### config.mk
export PLATFORM = sky130hd
export DESIGN_NAME = muxbus_slave_if
export DESIGN_NICKNAME = d
export VERILOG_FILES = /design/src/rtl/muxbus_pkg.sv /design/src/rtl/mbs_sync_bank.sv /design/src/rtl/mbs_addr_latch.sv /design/src/rtl/mbs_mode_decode.sv /design/src/rtl/mbs_wr_capture.sv /design/src/rtl/muxbus_slave_if.sv
export SDC_FILE = /design/constraint.sdc
export NUM_CORES = 1
export LEC_CHECK = 0
export CAP_MARGIN = 40
export CORE_MARGIN = 2
export CORE_UTILIZATION = 29
export DETAILED_ROUTE_END_ITERATION = 7
export PLACE_DENSITY_LB_ADDON = 0.2
export SLEW_MARGIN = 20
export SYNTH_ARGS = -nofsm -noshare
export SYNTH_HDL_FRONTEND = slang
export SYNTH_HIERARCHICAL = 1
export SYNTH_SLANG_ARGS = --single-unit
### constraint.sdc
create_clock -name clk -period 1.4 [get_ports clk]
set_clock_uncertainty 0.05 [all_clocks]
set_input_delay 0.14 -clock clk [delete_from_list [all_inputs] [get_ports clk]]
set_output_delay 0.14 -clock clk [all_outputs]
set_load 0.01 [all_outputs]
### src/rtl/muxbus_pkg.sv
package muxbus_pkg;

   typedef enum logic [2:0] {
      MB_STANDBY = 3'd0,
      MB_IDLE    = 3'd1,
      MB_FETCH   = 3'd2,
      MB_READ    = 3'd3,
      MB_WRITE   = 3'd4
   } mb_mode_e;

   // Priority: not selected -> standby; then exact strobe combinations.
   function automatic mb_mode_e mb_decode(input logic selected,
                                          input logic fetch_n,
                                          input logic rd_n,
                                          input logic wr_n);
      mb_mode_e m;
      if (!selected)
         m = MB_STANDBY;
      else if (!fetch_n && rd_n && wr_n)
         m = MB_FETCH;
      else if (fetch_n && !rd_n && wr_n)
         m = MB_READ;
      else if (!wr_n && rd_n)
         m = MB_WRITE;
      else
         m = MB_IDLE;
      return m;
   endfunction

   function automatic logic mb_is_read(input mb_mode_e m);
      return (m == MB_FETCH) || (m == MB_READ);
   endfunction

endpackage

### src/rtl/mbs_sync_bank.sv
module mbs_sync_bank #(
   parameter int unsigned  W          = 8,
   parameter int unsigned  STAGES     = 2,
   parameter logic [W-1:0] RESET_VAL  = '0
) (
   input  logic         clk,
   input  logic         rst_n,
   input  logic [W-1:0] d,
   output logic [W-1:0] q
);

   if (STAGES < 2) begin : g_bad_depth
      $error("mbs_sync_bank: STAGES must be at least 2");
   end
   if (W < 1) begin : g_bad_width
      $error("mbs_sync_bank: W must be positive");
   end

   logic [W-1:0] stg [STAGES];

   for (genvar s = 0; s < STAGES; s++) begin : g_stage
      if (s == 0) begin : g_first
         always_ff @(posedge clk or negedge rst_n) begin
            if (!rst_n) stg[s] <= RESET_VAL;
            else        stg[s] <= d;
         end
      end else begin : g_next
         always_ff @(posedge clk or negedge rst_n) begin
            if (!rst_n) stg[s] <= RESET_VAL;
            else        stg[s] <= stg[s-1];
         end
      end
   end

   assign q = stg[STAGES-1];

endmodule

### src/rtl/mbs_addr_latch.sv
module mbs_addr_latch #(
   parameter int unsigned ADDR_W = 13
) (
   input  logic              clk,
   input  logic              rst_n,
   input  logic              ale_s,
   input  logic              cs_n_s,
   input  logic [ADDR_W-1:0] bus_s,
   output logic [ADDR_W-1:0] addr_q,
   output logic              sel_q
);

   if (ADDR_W < 2) begin : g_bad_addr
      $error("mbs_addr_latch: ADDR_W too small");
   end

   logic ale_p;
   logic ale_fall;

   assign ale_fall = ale_p && !ale_s;

   always_ff @(posedge clk or negedge rst_n) begin
      if (!rst_n) ale_p <= 1'b0;
      else        ale_p <= ale_s;
   end

   // Address tracks the bus while the strobe is high and freezes after it.
   always_ff @(posedge clk or negedge rst_n) begin
      if (!rst_n)     addr_q <= '0;
      else if (ale_s) addr_q <= bus_s;
   end

   // Select is taken only at the strobe's falling edge.
   always_ff @(posedge clk or negedge rst_n) begin
      if (!rst_n)        sel_q <= 1'b0;
      else if (ale_fall) sel_q <= !cs_n_s;
   end

endmodule

### src/rtl/mbs_mode_decode.sv
module mbs_mode_decode
   import muxbus_pkg::*;
(
   input  logic     clk,
   input  logic     rst_n,
   input  logic     sel_q,
   input  logic     cs_n_s,
   input  logic     fetch_n_s,
   input  logic     rd_n_s,
   input  logic     wr_n_s,
   output mb_mode_e mode_q
);

   logic selected;

   assign selected = sel_q && !cs_n_s;

   always_ff @(posedge clk or negedge rst_n) begin
      if (!rst_n) mode_q <= MB_STANDBY;
      else        mode_q <= mb_decode(selected, fetch_n_s, rd_n_s, wr_n_s);
   end

endmodule

### src/rtl/mbs_wr_capture.sv
module mbs_wr_capture
   import muxbus_pkg::*;
#(
   parameter int unsigned DATA_W = 8
) (
   input  logic              clk,
   input  logic              rst_n,
   input  logic              wr_n_s,
   input  logic              wc_n_s,
   input  mb_mode_e          mode_q,
   input  logic [DATA_W-1:0] data_s,
   output logic              wr_pulse,
   output logic [DATA_W-1:0] wr_data
);

   logic wr_n_p;
   logic wc_n_p;
   logic wr_rise;
   logic take;

   assign wr_rise = !wr_n_p && wr_n_s;
   // mode_q still reflects the cycle in which the strobe was low.
   assign take    = wr_rise && (mode_q == MB_WRITE) && !wc_n_p;

   always_ff @(posedge clk or negedge rst_n) begin
      if (!rst_n) begin
         wr_n_p <= 1'b1;
         wc_n_p <= 1'b1;
      end else begin
         wr_n_p <= wr_n_s;
         wc_n_p <= wc_n_s;
      end
   end

   always_ff @(posedge clk or negedge rst_n) begin
      if (!rst_n) begin
         wr_pulse <= 1'b0;
         wr_data  <= '0;
      end else begin
         wr_pulse <= take;
         if (take) wr_data <= data_s;
      end
   end

endmodule

### src/rtl/muxbus_slave_if.sv
module muxbus_slave_if
   import muxbus_pkg::*;
#(
   parameter int unsigned DATA_W        = 8,
   parameter int unsigned ADDR_HI_W     = 5,
   parameter int unsigned SYNC_STAGES   = 2,
   parameter bit          READ_DATA_REG = 1'b0,
   localparam int unsigned ADDR_W       = DATA_W + ADDR_HI_W,
   localparam int unsigned N_STROBE     = 6,
   localparam int unsigned SYNC_W       = N_STROBE + ADDR_W
) (
   input  logic                 clk,
   input  logic                 rst_n,
   input  logic                 ale,
   input  logic                 cs_n,
   input  logic                 fetch_n,
   input  logic                 rd_n,
   input  logic                 wr_n,
   input  logic                 wc_n,
   input  logic [ADDR_HI_W-1:0] addr_hi,
   input  logic [DATA_W-1:0]    ad_in,
   output logic [DATA_W-1:0]    ad_out,
   output logic                 ad_oe,
   input  logic [DATA_W-1:0]    core_rdata,
   output logic [ADDR_W-1:0]    addr,
   output logic [2:0]           mode,
   output logic                 wr_pulse,
   output logic [DATA_W-1:0]    wr_data
);

   if (DATA_W < 1 || ADDR_HI_W < 1) begin : g_bad_widths
      $error("muxbus_slave_if: widths must be positive");
   end
   if (SYNC_STAGES < 2) begin : g_bad_sync
      $error("muxbus_slave_if: SYNC_STAGES must be at least 2");
   end

   // Strobes idle: ale low, active-low strobes high; bus bits reset to 0.
   localparam logic [SYNC_W-1:0] SYNC_RST = {1'b0, 5'b11111, {ADDR_W{1'b0}}};

   logic [SYNC_W-1:0] raw_v;
   logic [SYNC_W-1:0] syn_v;
   logic              s_ale, s_cs_n, s_fetch_n, s_rd_n, s_wr_n, s_wc_n;
   logic [ADDR_W-1:0] s_bus;
   logic [ADDR_W-1:0] addr_q;
   logic              sel_q;
   mb_mode_e          mode_q;

   assign raw_v = {ale, cs_n, fetch_n, rd_n, wr_n, wc_n, addr_hi, ad_in};
   assign {s_ale, s_cs_n, s_fetch_n, s_rd_n, s_wr_n, s_wc_n, s_bus} = syn_v;

   mbs_sync_bank #(
      .W         (SYNC_W),
      .STAGES    (SYNC_STAGES),
      .RESET_VAL (SYNC_RST)
   ) u_sync (
      .clk   (clk),
      .rst_n (rst_n),
      .d     (raw_v),
      .q     (syn_v)
   );

   mbs_addr_latch #(
      .ADDR_W (ADDR_W)
   ) u_latch (
      .clk    (clk),
      .rst_n  (rst_n),
      .ale_s  (s_ale),
      .cs_n_s (s_cs_n),
      .bus_s  (s_bus),
      .addr_q (addr_q),
      .sel_q  (sel_q)
   );

   mbs_mode_decode u_decode (
      .clk       (clk),
      .rst_n     (rst_n),
      .sel_q     (sel_q),
      .cs_n_s    (s_cs_n),
      .fetch_n_s (s_fetch_n),
      .rd_n_s    (s_rd_n),
      .wr_n_s    (s_wr_n),
      .mode_q    (mode_q)
   );

   mbs_wr_capture #(
      .DATA_W (DATA_W)
   ) u_wcap (
      .clk      (clk),
      .rst_n    (rst_n),
      .wr_n_s   (s_wr_n),
      .wc_n_s   (s_wc_n),
      .mode_q   (mode_q),
      .data_s   (s_bus[DATA_W-1:0]),
      .wr_pulse (wr_pulse),
      .wr_data  (wr_data)
   );

   assign addr  = addr_q;
   assign mode  = mode_q;
   assign ad_oe = mb_is_read(mode_q);

   if (READ_DATA_REG) begin : g_rdata_reg
      logic [DATA_W-1:0] rd_q;
      always_ff @(posedge clk or negedge rst_n) begin
         if (!rst_n) rd_q <= '0;
         else        rd_q <= core_rdata;
      end
      assign ad_out = ad_oe ? rd_q : '0;
   end else begin : g_rdata_comb
      assign ad_out = ad_oe ? core_rdata : '0;
   end

endmodule

; Word-level counts from Yosys, hierarchy flattened
; Index checks and enable logic that the tools add are counted.
[classes]
n_eq_ne = 3
mux = 5
n_reduce_logical = 18
[ops]
columns = op, count
row1 = two-way mux 3 bit, 4
row2 = logical AND 1 bit, 10
row3 = two-way mux 8 bit, 1
row4 = zero test 1 bit, 7
row5 = "equality test 3 x 2 -> 1 bit, second input constant", 2
row6 = "equality test 3 bit, second input constant", 1
row7 = logical OR 1 bit, 1
[word_totals]
reg_bits = 67
in_bits = 29
out_inout_bits = 34
word_cells = 36

; Depth between registers and ports, before layout
; Gate-level depths: netlist of run 1.
[logic_depth]
ltp_word = 6
depth_mapped = 3
depth_no_buf = 3

; Hierarchy
; Netlist of run 1, hierarchy kept.
[by_module_without_submodules]
columns = mod, n_inst, cells_each, area_each_um2, seq_area_each_um2
row1 = mbs_sync_bank, 1, 57, 1106.1, 963.4
row2 = mbs_addr_latch, 1, 32, 553.0, 375.4
row3 = mbs_wr_capture, 1, 22, 415.4, 277.8
row4 = mbs_mode_decode, 1, 9, 126.4, 75.1
row5 = muxbus_slave_if, 1, 9, 76.3, 0.0

; Least setup slack after synthesis of run 1
; OpenSTA, ideal clock, no wires.
[synth_timing]
path_kind = reg2reg
from = register u_decode.mode_q[1]
to = register u_wcap.wr_data[0]
setup_time_ns = 0.125
arrival_time_ns = 1.229
t_required_ns = 1.225
slack_ns = -0.004
path_stages_with_launch = 4
path_buffers = 0
period_less_slack_ns = 1.404
cell_sequence = dfrtp_1 > nor4b_4 > nand3b_4 > mux2_2
[synth_between]
elab_chain_len = 3
[synth_rtl]
columns = item, line
row1 = from (decl), mbs_mode_decode.sv:11  ; output mb_mode_e mode_q
row2 = from (signal assigned), mbs_mode_decode.sv:20  ; else mode_q <= mb_decode(selected, fetch_n_s, rd_n_s, wr_n_s);
row3 = equality test 3 bit, mbs_wr_capture.sv:23  ; assign take = wr_rise && (mode_q == MB_WRITE) && !wc_n_p;
row4 = logical AND 1 bit (2 in a row), mbs_wr_capture.sv:23
row5 = to (signal assigned), mbs_wr_capture.sv:41  ; if (take) wr_data <= data_s;
row6 = to (decl), mbs_wr_capture.sv:13  ; output logic [DATA_W-1:0] wr_data
; No other way between the ends.
; A chain may end at the register's enable or synchronous reset.

; Worst setup path in the final report of run 1
[layout_timing]
from = register u_decode.mode_q[1]
to = register u_wcap.wr_data[6]
; The elaborated chain is that of the path after synthesis.

==> metrics.txt, run 1 <==
# TYPE chip_impl_metric gauge
chip_impl_metric{name="max-slew-margin-rel",unit=""} 0.7347
chip_impl_info{name="rsz0062_at_grt",value="yes"} 1
chip_impl_metric{name="die_extent_in_y",unit="um"} 92.62
chip_impl_metric{name="power.sequential.fraction",unit=""} 0.526
chip_impl_metric{name="gp_congestion",unit=""} 0.6829
chip_impl_metric{name="top_level_ports",unit=""} 63
chip_impl_metric{name="nets",unit=""} 222
chip_impl_metric{name="placementRows",unit=""} 32
chip_impl_metric{name="ys_types",unit=""} 17
chip_impl_info{name="violations",value="negative setup slack"} 1
chip_impl_metric{name="remaining_drc_errors",unit=""} 0
chip_impl_metric{name="fmax",unit="GHz"} 0.6575
chip_impl_metric{name="number_of_antenna_violations_at_the_first_check_in_global_routing",unit=""} 0
chip_impl_metric{name="detail_route.vias_per_cell",unit=""} 3.950
chip_impl_info{name="run_status",value="finished with violations"} 1
chip_impl_metric{name="min_period",unit="ns"} 1.521
chip_impl_metric{name="h-tree-depth",unit=""} 3
chip_impl_metric{name="switchingPower",unit="uW"} 899.4
chip_impl_metric{name="initial_core_utilization",unit=""} 0.2978
chip_impl_metric{name="clk_pin_slew",unit="ns"} 0.06
chip_impl_metric{name="syn_area_per_cell",unit="um^2"} 17.65
chip_impl_metric{name="drive_above_1_share",unit=""} 0.3737
chip_impl_metric{name="drt-pass1-iter-count",unit=""} 4
chip_impl_metric{name="holdWs",unit="ns"} 0.1679
chip_impl_metric{name="power_density",unit="mW/mm^2"} 1306
chip_impl_metric{name="detailedPlacementHpwl",unit="um"} 2614
chip_impl_info{name="criticalPathCategory",value="register to register"} 1
chip_impl_metric{name="p_int",unit="uW"} 3206
chip_impl_metric{name="cts.sinks",unit=""} 67
chip_impl_metric{name="clk-insertion-delay-late",unit="ns"} 0.33
chip_impl_metric{name="areaGrowthSynthToFinish",unit="%"} 38.02
chip_impl_metric{name="dr.first_iter.drc_count",unit=""} 41
chip_impl_metric{name="grt_overflow",unit=""} 0
chip_impl_info{name="worstSetupEndpointType",value="register"} 1
chip_impl_info{name="mostFrequentLayoutCell",value="sky130_fd_sc_hd__dfrtp_1"} 1
chip_impl_metric{name="placement.io_buffers",unit=""} 62
chip_impl_info{name="final_cell_mix",value="53 x sky130_fd_sc_hd__dfrtp_1, 27 x sky130_fd_sc_hd__clkdlybuf4s50_1, 22 x sky130_fd_sc_hd__dlygate4sd2_1"} 1
chip_impl_metric{name="combinationalPowerShare",unit=""} 0.099
chip_impl_metric{name="design.die.area",unit="mm^2"} 0.008578
chip_impl_metric{name="clock_network_fraction_of_design_power",unit=""} 0.375
chip_impl_metric{name="worst-endpoint-required",unit="ns"} 1.56
chip_impl_metric{name="max_cap_violations",unit=""} 0
chip_impl_info{name="setup.worst_path.start_class",value="register"} 1
chip_impl_metric{name="postLayoutSetupSlackWorst",unit="ns"} -0.1210
chip_impl_metric{name="core_region_area",unit="mm^2"} 0.007647
chip_impl_metric{name="crit_fanout",unit=""} 5
chip_impl_metric{name="timing_worst_slew_pin_value",unit="ns"} 0.3980
chip_impl_metric{name="mappedNetlistArea",unit="mm^2"} 0.002277
chip_impl_metric{name="synth-edff-count",unit=""} 0
chip_impl_metric{name="pre_cts_ws",unit="ns"} -0.09747
chip_impl_metric{name="worst_ep_arrival_time",unit="ns"} 1.68
chip_impl_metric{name="syn-instance-count",unit=""} 129
chip_impl_metric{name="grt_util_all_layers",unit=""} 0.09909
chip_impl_metric{name="via_count_of_the_first_global_routing_pass",unit=""} 1318
chip_impl_metric{name="cts_inserted_buffers",unit=""} 9
chip_impl_info{name="root_buffer",value="sky130_fd_sc_hd__clkbuf_8"} 1
chip_impl_metric{name="synth_seq_area_share",unit=""} 0.7429
chip_impl_metric{name="totalWireLength",unit="um"} 3851
chip_impl_metric{name="floorplan.die.width",unit="um"} 92.62
chip_impl_metric{name="grt_max_degree",unit=""} 28
chip_impl_metric{name="route.detailed.wl_per_inst",unit="um"} 12.84
chip_impl_metric{name="grt_first_pass_wirelength",unit="um"} 6279
chip_impl_metric{name="p_leak",unit="uW"} 0.001534
chip_impl_info{name="worstHoldPathType",value="input pin to register"} 1
chip_impl_metric{name="report.final.hold_viol_count",unit=""} 0
chip_impl_metric{name="proportion_of_synthesized_flip_flops_having_asynchronous_set_or_reset",unit=""} 1.000
chip_impl_metric{name="number_of_vias_in_the_routed_layout",unit=""} 1185
chip_impl_metric{name="sw_frac_of_total",unit=""} 0.2191
chip_impl_metric{name="power.ir.vdd_worst",unit="V"} 0.0005474
chip_impl_metric{name="yosysWarnings",unit=""} 6
chip_impl_info{name="synthFlopType",value="sky130_fd_sc_hd__dfrtp_1"} 1
chip_impl_metric{name="synthesized_nets",unit=""} 158
chip_impl_metric{name="setup_viol",unit=""} 17
chip_impl_metric{name="period_share",unit=""} 1.086
chip_impl_metric{name="cts.path.max_buffers",unit=""} 2
chip_impl_metric{name="power.total",unit="uW"} 4105
chip_impl_metric{name="antennaDiodeCount",unit=""} 0
chip_impl_metric{name="route.antenna.remaining_nets",unit=""} 0
chip_impl_info{name="cts_tree",value="done"} 1
chip_impl_metric{name="final_max_slew_viol_count",unit=""} 0
chip_impl_metric{name="synth.ff_latch_count",unit=""} 67
## registers in the layout (all words and copies together), names as in the netlist
register	count
u_sync/q	19
u_sync/stg	19
u_latch/addr_q	13
u_wcap/wr_data	8
u_decode/mode_q	3
u_latch/ale_p	1
u_latch/sel_q	1
u_wcap/wc_n_p	1
u_wcap/wr_n_p	1
u_wcap/wr_pulse	1
## layer usage
layer | track usage | vias up | part of all wire
met5 | 0 | - | 0
met4 | 0.03676 | 0 | 0.015
met3 | 0.06509 | 4 | 0.099
met2 | 0.1551 | 52 | 0.51
met1 | 0.1076 | 589 | 0.38
li1 | - | 540 | -
## kinds of logic after synthesis
kind of cell	after synthesis	share of synthesized area
multiplexers	22	0.1082
XOR/XNOR	1	0.003847
AND/OR/NAND/NOR	16	0.07197
AO/OA/AOI/OAI	1	0.002196
buffers and inverters	22	0.07088
flip-flops	67	0.7429
## per-stage QoR
step,std cells,TNS [ns],instance area (um^2),utilization
2_1_floorplan,129,0,2278,-
3_3_place_gp,277,-0.6932,2935,0.3838
3_5_place_dp,277,-0.9876,2935,0.3838
4_1_cts,296,-1.139,3088,0.4038
5_1_grt,300,-2.403,3143,0.4110
6_report,300,-1.564,3143,0.4110
## worst max-delay path, stage by stage, from the launching register on
cell,delay [ns]
sky130_fd_sc_hd__dfrtp_2,0.41
sky130_fd_sc_hd__buf_6,0.12
sky130_fd_sc_hd__nor4b_4,0.23
sky130_fd_sc_hd__buf_4,0.17
sky130_fd_sc_hd__nand3b_4,0.14
sky130_fd_sc_hd__mux2_2,0.29
## worst paths after layout
path | start | to | slack (ns) | cells after the start
setup / recovery | u_decode/mode_q[1] | u_wcap/wr_data[6] | -0.12 | 5
max in group asynchronous | rst_n | u_wcap/wr_n_p | 0.54 | 3
min in group asynchronous | rst_n | u_sync/stg[37] | 0.21 | 2
setup reg to reg | u_decode/mode_q[1] | u_wcap/wr_data[6] | -0.12 | 5
hold / removal | rd_n | u_sync/stg[34] | 0.17 | 1
hold reg to reg | u_sync/stg[30] | u_sync/q[11] | 0.30 | 0
## power by group through the flow
| stage | combinational [uW] | sequential (uW) | clock [uW] |
|---|---|---|---|
| after floorplan | 148 | 2210 | 0 |
| after global placement | 447 | 2190 | 0 |
| after detailed placement | 455 | 2200 | 0 |
| after CTS | 409 | 2160 | 1610 |
| after global routing | 445 | 2180 | 1710 |
| final | 407 | 2160 | 1540 |
## cells in the mapped netlist (all sizes together), types with 2 or more instances
cell | number | area (um^2)
and3b | 8 | 70.07
dfstp | 12 | 315.3
buf | 20 | 153.9
inv | 2 | 7.510
mux2 | 21 | 236.5
nor2b | 2 | 12.51
nor3b | 2 | 20.02
dfrtp | 55 | 1376
## layout make-up
| cell class | count | area [um^2] |
|---|---|---|
| multi-input combinational | 41 | 447.9 |
| tap | 102 | 127.6 |
| fill | 742 | 4504 |
| clock buffer | 12 | 145.1 |
| inverter | 2 | 7.507 |
| clock inverter | 4 | 51.30 |
| sequential | 67 | 1694 |
| timing repair buffer | 72 | 669.4 |
## what timing repair did
action / 4_1_cts / 5_1_grt
setup buffers: 2 / 2
endpoints found under the hold margin: 14 / 0
resized for setup: 62 / 9
cloned: 0 / 2
endpoints found under the setup margin: 41 / 19
hold buffers: 1 / 0
pin swaps: 1 / 1
Power figures use the tool's default switching activity.
==> run 2, diff against run 1 <==
- CORE_UTILIZATION: 29 -> 42
- SETUP_SLACK_MARGIN: not set -> 0.5
- SKIP_LAST_GASP: not set -> 1
==> run 2 against run 1 <==
The run still ends with negative setup slack left. Cell area rose by 2.8%. Combinational power rose by 21%. Maximum frequency fell by 2.2%. Via count rose by 4.2%. Largest cell class unchanged. Non-clock buffer count rose by 17. Highest routed layer unchanged. Sequential power barely moved. Critical endpoint is now u_wcap/wr_data[5]. Sequential share of layout area fell by 1.5 points. Register-to-register slack got worse by 0.03 ns. Total power fell by 0.88%. Sequential cell count did not move.
==> metrics.txt, run 2 (synthesis gave the netlist of run 1 again) <==
# TYPE chip_impl_metric gauge
chip_impl_info{name="run_status",value="finished with violations"} 1
chip_impl_info{name="violations",value="negative setup slack"} 1
chip_impl_metric{name="post-route-cell-area",unit="mm^2"} 0.003231
chip_impl_metric{name="worst_r2r_path_depth",unit=""} 5
chip_impl_metric{name="clock_network_fraction_of_design_power",unit=""} 0.349
chip_impl_metric{name="finish.cell_count_without_fillers",unit=""} 285
chip_impl_info{name="final_cell_mix",value="53 x sky130_fd_sc_hd__dfrtp_1, 28 x sky130_fd_sc_hd__buf_2, 27 x sky130_fd_sc_hd__clkdlybuf4s50_1"} 1
chip_impl_metric{name="totalWireLength",unit="um"} 3955
chip_impl_metric{name="dr.first_iter.drc_count",unit=""} 50
chip_impl_info{name="worstHoldPathType",value="input pin to register"} 1
chip_impl_metric{name="route.detailed.wl_per_inst",unit="um"} 13.88
chip_impl_metric{name="number_of_vias_in_the_routed_layout",unit=""} 1235
chip_impl_metric{name="timing_worst_slew_pin_value",unit="ns"} 0.3394
chip_impl_metric{name="max_cap_violations",unit=""} 0
chip_impl_metric{name="filler_cell_count",unit=""} 387
chip_impl_metric{name="power_density",unit="mW/mm^2"} 1260
chip_impl_metric{name="clk-insertion-delay-late",unit="ns"} 0.33
chip_impl_metric{name="place_area",unit="mm^2"} 0.002897
chip_impl_metric{name="grt_overflow",unit=""} 0
chip_impl_info{name="critical_path.reg2reg.endpoint",value="u_wcap/wr_data[5]"} 1
chip_impl_metric{name="post-place-cells",unit=""} 245
chip_impl_metric{name="finalSetupTns",unit="ns"} -1.353
chip_impl_info{name="worstHoldEndpoint",value="u_sync/stg[33]"} 1
chip_impl_metric{name="sw_frac_of_total",unit=""} 0.2183
chip_impl_metric{name="initial_core_utilization",unit=""} 0.4403
chip_impl_metric{name="top_level_ports",unit=""} 63
chip_impl_metric{name="grt_max_degree",unit=""} 68
chip_impl_metric{name="grt_util_all_layers",unit=""} 0.1517
chip_impl_metric{name="final_max_slew_viol_count",unit=""} 0
chip_impl_metric{name="layout.area.seq",unit="mm^2"} 0.001694
chip_impl_metric{name="cts_inserted_buffers",unit=""} 9
chip_impl_metric{name="p_leak",unit="uW"} 0.001610
chip_impl_metric{name="areaGrowthSynthToFinish",unit="%"} 41.87
chip_impl_metric{name="max-slew-margin-rel",unit=""} 0.7737
chip_impl_metric{name="number_of_antenna_violations_at_the_first_check_in_global_routing",unit=""} 0
chip_impl_metric{name="p_int",unit="uW"} 3181
chip_impl_metric{name="report.final.hold_viol_count",unit=""} 0
chip_impl_info{name="cts_tree",value="done"} 1
chip_impl_metric{name="setup_viol",unit=""} 12
chip_impl_metric{name="placement.io_buffers",unit=""} 62
chip_impl_metric{name="worst_ep_arrival_time",unit="ns"} 1.71
chip_impl_metric{name="min_period",unit="ns"} 1.555
chip_impl_metric{name="postLayoutSetupSlackWorst",unit="ns"} -0.1553
chip_impl_metric{name="worst-endpoint-required",unit="ns"} 1.56
chip_impl_metric{name="multi_input_comb_area",unit="um^2"} 521.8
chip_impl_metric{name="design.die.area",unit="mm^2"} 0.006027
chip_impl_metric{name="detailedPlacementHpwl",unit="um"} 2392
chip_impl_info{name="r2r_start",value="u_decode/mode_q[1]"} 1
chip_impl_info{name="criticalPathCategory",value="register to register"} 1
chip_impl_metric{name="power.sequential.fraction",unit=""} 0.531
chip_impl_metric{name="antennaDiodeCount",unit=""} 0
chip_impl_metric{name="nets",unit=""} 239
chip_impl_info{name="worstSetupEndpointType",value="register"} 1
chip_impl_metric{name="switchingPower",unit="uW"} 888.3
chip_impl_metric{name="floorplan.die.width",unit="um"} 77.64
chip_impl_metric{name="cts.path.max_buffers",unit=""} 2
chip_impl_metric{name="power.total",unit="uW"} 4069
chip_impl_info{name="worstPathCellList",value="buf_6 > nor4b_4 > buf_4 > nand3b_4 > mux2_2"} 1
chip_impl_metric{name="holdPathStages",unit=""} 1
chip_impl_metric{name="critical_path.max_stage_delay",unit="ns"} 0.42
chip_impl_info{name="setup.worst_path.start_class",value="register"} 1
chip_impl_metric{name="via_count_of_the_first_global_routing_pass",unit=""} 1345
chip_impl_info{name="worstHoldStart",value="wr_n"} 1
chip_impl_metric{name="period_share",unit=""} 1.111
chip_impl_metric{name="reg2reg_slack",unit="ns"} -0.16
chip_impl_metric{name="route.antenna.remaining_nets",unit=""} 0
chip_impl_metric{name="cts.sinks",unit=""} 67
chip_impl_metric{name="drive_above_1_share",unit=""} 0.5628
chip_impl_metric{name="drt-pass1-iter-count",unit=""} 2
chip_impl_info{name="rsz0062_at_grt",value="yes"} 1
chip_impl_metric{name="combinationalPowerShare",unit=""} 0.121
chip_impl_metric{name="die_extent_in_y",unit="um"} 77.64
chip_impl_metric{name="fmax",unit="GHz"} 0.6430
chip_impl_info{name="root_buffer",value="sky130_fd_sc_hd__clkbuf_8"} 1
chip_impl_metric{name="remaining_drc_errors",unit=""} 0
chip_impl_info{name="critPathSlowestCell",value="sky130_fd_sc_hd__dfrtp_2"} 1
chip_impl_info{name="mostFrequentLayoutCell",value="sky130_fd_sc_hd__dfrtp_1"} 1
chip_impl_metric{name="gp_congestion",unit=""} 0.7304
chip_impl_metric{name="power.ir.vdd_worst",unit="V"} 0.0006593
chip_impl_metric{name="grt_first_pass_wirelength",unit="um"} 6789
chip_impl_metric{name="crit_fanout",unit=""} 5
chip_impl_metric{name="h-tree-depth",unit=""} 3
chip_impl_metric{name="placementRows",unit=""} 26
chip_impl_metric{name="detail_route.vias_per_cell",unit=""} 4.333
chip_impl_metric{name="clk_pin_slew",unit="ns"} 0.06
chip_impl_metric{name="core_region_area",unit="mm^2"} 0.005172
==> run 2: area by class of cell <==
| cell class | count | share of cell area |
|---|---|---|
| Sequential cell | 67 | 0.5244 |
| Timing Repair Buffer | 89 | 0.2281 |
| Multi-Input combinational cell | 41 | 0.1615 |
| Clock buffer | 14 | 0.05345 |
| Tap cell | 70 | 0.02711 |
| Clock inverter | 2 | 0.003098 |
| Inverter | 2 | 0.002324 |
==> run 2: repair_timing <==
item,CTS,global route
gates resized for setup,159,5
setup buffers,11,10
gates cloned,2,0
endpoints found under the setup margin,59,61
endpoints found under the hold margin,55,0
hold buffers,1,0
==> run 2: how the worst max path moves through the flow <==
stage	from	to	slack (ns)	depth (start not counted)
2_1_floorplan	u_decode/mode_q[1]	u_wcap/wr_data[0]	0.03	3
3_3_place_gp	core_rdata[0]	ad_out[0]	-0.07	3
3_5_place_dp	core_rdata[4]	ad_out[4]	-0.1	3
4_1_cts	u_decode/mode_q[1]	u_wcap/wr_data[0]	-0.15	5
5_1_grt	u_decode/mode_q[1]	u_wcap/wr_data[1]	-0.21	5
6_report	u_decode/mode_q[1]	u_wcap/wr_data[5]	-0.16	5
==> run 2: worst max-delay path: cells and delay by family (launching register included) <==
family	cells	cell delay (ns)
buffers and inverters	2	0.30
flip-flops	1	0.42
multiplexers	1	0.30
AND/OR/NAND/NOR	2	0.36
==> run 2: power by group through the flow <==
| stage | registers (uW) | clock network [uW] | logic (uW) |
|---|---|---|---|
| floorplan | 2210 | 0 | 161 |
| global placement | 2190 | 0 | 442 |
| detailed placement | 2200 | 0 | 451 |
| CTS | 2160 | 1470 | 454 |
| global route | 2170 | 1570 | 532 |
| finish | 2160 | 1420 | 491 |
==> run 2: through the flow <==
stage	setup slack (ns)	hold WS [ns]	utilization
floorplan	0.02752	-0.2056	-
global placement	-0.06860	0.1203	0.5600
detailed placement	-0.09640	0.1270	0.5600
CTS	-0.1512	0.1535	0.6055
global route	-0.2070	0.1430	0.6246
finish	-0.1553	0.1690	0.6246
==> run 2: routing by layer <==
layer | share of wire | vias to the layer above | global-route usage | wire, um
met5 | 0 | - | 0 | 0
met3 | 0.082 | 6 | 0.06860 | 325
met4 | 0.013 | 0 | 0.06429 | 53
met2 | 0.50 | 53 | 0.2371 | 1975
met1 | 0.40 | 602 | 0.1817 | 1600
li1 | - | 574 | - | -
==> run 3, diff against run 2 <==
- ABC_AREA: not set -> 1
- CORE_UTILIZATION: 42 -> 43
- GPL_ROUTABILITY_DRIVEN: not set -> 0
==> run 3 against run 2 <==
Worst hold slack worse by 0.0060 ns. The run now ends clean. Combinational power grew 1%. Maximum frequency is 17% higher. Largest cell class unchanged.
==> metrics.txt, run 3 <==
# TYPE chip_impl_metric gauge
chip_impl_info{name="run_status",value="finished, final reports clean"} 1
chip_impl_metric{name="cts.path.max_buffers",unit=""} 2
chip_impl_info{name="setup.worst_path.start_class",value="register"} 1
chip_impl_metric{name="post_synth_fa_ha_maj_area_fraction",unit=""} 0
chip_impl_metric{name="worst-endpoint-required",unit="ns"} 1.21
chip_impl_info{name="cts_tree",value="done"} 1
chip_impl_metric{name="drt-pass1-iter-count",unit=""} 4
chip_impl_metric{name="finalSetupTns",unit="ns"} 0
chip_impl_metric{name="cts.sinks",unit=""} 67
chip_impl_info{name="cell_type_with_the_highest_aggregate_area_in_the_netlist",value="sky130_fd_sc_hd__dfrtp_1"} 1
chip_impl_metric{name="power.ir.vdd_worst",unit="V"} 0.0008706
chip_impl_metric{name="layout.area.seq",unit="mm^2"} 0.001694
chip_impl_info{name="worstHoldPathType",value="input pin to register"} 1
chip_impl_info{name="worstSetupEndpointType",value="output pin"} 1
chip_impl_metric{name="combinationalPowerShare",unit=""} 0.124
chip_impl_metric{name="via_count_of_the_first_global_routing_pass",unit=""} 1453
chip_impl_metric{name="grt_util_all_layers",unit=""} 0.1540
chip_impl_metric{name="fmax",unit="GHz"} 0.7551
chip_impl_metric{name="place_area",unit="mm^2"} 0.003015
chip_impl_info{name="synth.most_common_cell",value="sky130_fd_sc_hd__nand2_1"} 1
chip_impl_metric{name="grt_max_degree",unit=""} 34
chip_impl_metric{name="antennaDiodeCount",unit=""} 0
chip_impl_metric{name="filler_cell_count",unit=""} 385
chip_impl_metric{name="holdPathStages",unit=""} 1
chip_impl_metric{name="report.final.hold_viol_count",unit=""} 0
chip_impl_metric{name="p_int",unit="uW"} 3019
chip_impl_metric{name="drive_above_1_share",unit=""} 0.4842
chip_impl_metric{name="syn_area_per_cell",unit="um^2"} 11.67
chip_impl_metric{name="core_region_area",unit="mm^2"} 0.005172
chip_impl_metric{name="setup_viol",unit=""} 0
chip_impl_info{name="root_buffer",value="sky130_fd_sc_hd__clkbuf_8"} 1
chip_impl_info{name="final_cell_mix",value="53 x sky130_fd_sc_hd__dfrtp_1, 40 x sky130_fd_sc_hd__nand2_1, 27 x sky130_fd_sc_hd__clkdlybuf4s50_1"} 1
chip_impl_metric{name="crit_fanout",unit=""} 5
chip_impl_metric{name="detailedPlacementHpwl",unit="um"} 2681
chip_impl_metric{name="totalWireLength",unit="um"} 4436
chip_impl_metric{name="number_of_vias_in_the_routed_layout",unit=""} 1525
chip_impl_metric{name="max-slew-margin-rel",unit=""} 0.8306
chip_impl_metric{name="synthesized_nets",unit=""} 229
chip_impl_metric{name="mappedNetlistArea",unit="mm^2"} 0.002335
chip_impl_metric{name="clock_network_fraction_of_design_power",unit=""} 0.337
chip_impl_metric{name="floorplan.die.width",unit="um"} 77.69
chip_impl_metric{name="top_level_ports",unit=""} 63
chip_impl_metric{name="synth-compound-area-share",unit=""} 0.005895
chip_impl_metric{name="final_max_slew_viol_count",unit=""} 0
chip_impl_metric{name="cts_inserted_buffers",unit=""} 9
chip_impl_metric{name="h-tree-depth",unit=""} 3
chip_impl_metric{name="nets",unit=""} 309
chip_impl_metric{name="basic_gate_share_of_the_synthesized_area_counting_and_or_nand_and_nor_cells",unit=""} 0.1667
chip_impl_metric{name="postLayoutCoreUtil",unit=""} 0.6674
chip_impl_metric{name="synth.ff_latch_count",unit=""} 67
chip_impl_metric{name="initial_core_utilization",unit=""} 0.4514
chip_impl_metric{name="clk-insertion-delay-late",unit="ns"} 0.33
chip_impl_info{name="criticalPathCategory",value="register to output pin"} 1
chip_impl_metric{name="sw_frac_of_total",unit=""} 0.2438
chip_impl_metric{name="worst_r2r_path_depth",unit=""} 7
chip_impl_metric{name="die_extent_in_y",unit="um"} 77.69
chip_impl_metric{name="detail_route.vias_per_cell",unit=""} 4.296
chip_impl_metric{name="proportion_of_synthesized_flip_flops_having_asynchronous_set_or_reset",unit=""} 1.000
chip_impl_metric{name="design.die.area",unit="mm^2"} 0.006035
chip_impl_info{name="mostFrequentLayoutCell",value="sky130_fd_sc_hd__dfrtp_1"} 1
chip_impl_metric{name="p_leak",unit="uW"} 0.001703
chip_impl_metric{name="ys_types",unit=""} 15
chip_impl_metric{name="synth.area.mux_share",unit=""} 0
chip_impl_metric{name="remaining_drc_errors",unit=""} 0
chip_impl_metric{name="dr.first_iter.drc_count",unit=""} 60
chip_impl_info{name="synth_top_cells_by_area",value="sky130_fd_sc_hd__dfrtp_1 59%, sky130_fd_sc_hd__dfstp_2 14%, sky130_fd_sc_hd__nand2_1 10%, sky130_fd_sc_hd__buf_4 6.4%, sky130_fd_sc_hd__inv_1 3.1%"} 1
chip_impl_metric{name="placementRows",unit=""} 26
chip_impl_metric{name="areaGrowthSynthToFinish",unit="%"} 47.86
chip_impl_metric{name="syn-instance-count",unit=""} 200
chip_impl_metric{name="clk_pin_slew",unit="ns"} 0.06
chip_impl_info{name="synthFlopType",value="sky130_fd_sc_hd__dfrtp_1"} 1
chip_impl_metric{name="placement.io_buffers",unit=""} 62
chip_impl_metric{name="period_share",unit=""} 0.9460
chip_impl_metric{name="max_cap_violations",unit=""} 0
chip_impl_info{name="synth_top_family_by_area",value="simple AND/OR/NAND/NOR gates"} 1
chip_impl_metric{name="grt_overflow",unit=""} 0
chip_impl_metric{name="post-route-cell-area",unit="mm^2"} 0.003452
chip_impl_metric{name="power.sequential.fraction",unit=""} 0.539
chip_impl_metric{name="route.antenna.remaining_nets",unit=""} 0
chip_impl_metric{name="switchingPower",unit="uW"} 973.5
chip_impl_metric{name="synth-edff-count",unit=""} 0
chip_impl_metric{name="synth_top_cell_area_share",unit=""} 0.5895
chip_impl_metric{name="timing_worst_slew_pin_value",unit="ns"} 0.2542
chip_impl_metric{name="yosysWarnings",unit=""} 6
chip_impl_metric{name="worst_ep_arrival_time",unit="ns"} 1.13
chip_impl_metric{name="route.detailed.wl_per_inst",unit="um"} 12.50
chip_impl_metric{name="number_of_antenna_violations_at_the_first_check_in_global_routing",unit=""} 0
chip_impl_info{name="rsz0062_at_grt",value="yes"} 1
chip_impl_metric{name="yosys.area_share.xor_xnor",unit=""} 0
chip_impl_info{name="yosys-top-cells-count",value="64 x sky130_fd_sc_hd__nand2_1, 55 x sky130_fd_sc_hd__dfrtp_1, 20 x sky130_fd_sc_hd__buf_4"} 1
chip_impl_metric{name="synth_seq_area_share",unit=""} 0.7245
chip_impl_metric{name="multi_input_comb_area",unit="um^2"} 613.1
chip_impl_metric{name="grt_first_pass_wirelength",unit="um"} 6893
chip_impl_metric{name="power_density",unit="mW/mm^2"} 1157
chip_impl_metric{name="min_period",unit="ns"} 1.324
-- run 3: cell types whose count changed in the layout (fill, tap and decap cells not counted), moves of 8 or more --
cell | previous run | this run
sky130_fd_sc_hd__inv_1 | 1 | 15
sky130_fd_sc_hd__nand2_1 | 1 | 40
sky130_fd_sc_hd__nand3_1 | 0 | 9
sky130_fd_sc_hd__nand2_2 | 0 | 20
sky130_fd_sc_hd__buf_2 | 28 | 20
sky130_fd_sc_hd__mux2_4 | 14 | 0
sky130_fd_sc_hd__nor2_4 | 0 | 12
-- run 3: logic make-up after synthesis --
kind of cell           Yosys count
AND/OR/NAND/NOR                 89
flip-flops                      67
buffers and inverters           42
AO/OA/AOI/OAI                    2
-- run 3: stage by stage --
stage | power [uW] | setup WS [ns] | hold WS [ns] | std cells
floorplan | 2346 | 0.1704 | -0.2056 | 200
global placement | 2590 | -0.06993 | 0.03107 | 317
detailed placement | 2601 | -0.08071 | 0.03950 | 317
CTS | 3965 | 0.04292 | 0.1389 | 346
global route | 4174 | 0.01685 | 0.1521 | 355
finish | 3993 | 0.07564 | 0.1630 | 355
-- run 3: worst paths after layout --
kind | startpoint | end | slack, ns
max | u_decode/mode_q[1] | ad_oe | 0.08
min | fetch_n | u_sync/stg[35] | 0.16
max reg2reg | u_decode/mode_q[2] | u_wcap/wr_data[7] | 0.16
min reg2reg | u_sync/stg[28] | u_sync/q[9] | 0.30
max in group asynchronous | rst_n | u_wcap/wr_n_p | 0.64
min in group asynchronous | rst_n | u_sync/stg[26] | 0.20
-- run 3: worst max-delay path, cell delays in order, from the launching register on --
cell and delay [ns]:
sky130_fd_sc_hd__dfrtp_2 0.40, sky130_fd_sc_hd__buf_6 0.14, sky130_fd_sc_hd__nand2_8 0.09, sky130_fd_sc_hd__inv_1 0.04, sky130_fd_sc_hd__buf_2 0.13
-- run 3: layer usage --
metal	global-route usage	wire (um)	part of all wire
met2	0.2371	2247	0.51
met4	0.08571	51	0.011
met5	0	0	0
met1	0.1882	1861	0.42
met3	0.05581	277	0.062
-- run 3: cell type report --
| type | count | area share |
|---|---|---|
| Tap cell | 70 | 0.02537 |
| Clock inverter | 5 | 0.008336 |
| Timing Repair inverter | 1 | 0.001812 |
| Timing Repair Buffer | 87 | 0.2302 |
| Multi-Input combinational cell | 93 | 0.1776 |
| Inverter | 21 | 0.02501 |
| Sequential cell | 67 | 0.4908 |
| Clock buffer | 11 | 0.04096 |
-- run 3: timing repair --
action,CTS,global route
endpoints found under the hold margin,32,0
hold buffers,1,0
resized for setup,161,40
gates cloned,2,2
pin swaps,9,12
endpoints found under the setup margin,46,94
setup buffers,10,7
-- run 3: power groups by stage --
stage                     combinational, uW  clock [uW]  sequential [uW]
final                                   496        1350             2150
after global routing                    544        1460             2170
after CTS                               426        1400             2140
after detailed placement                428           0             2170
after global placement                  419           0             2170
after floorplan                         158           0             2190
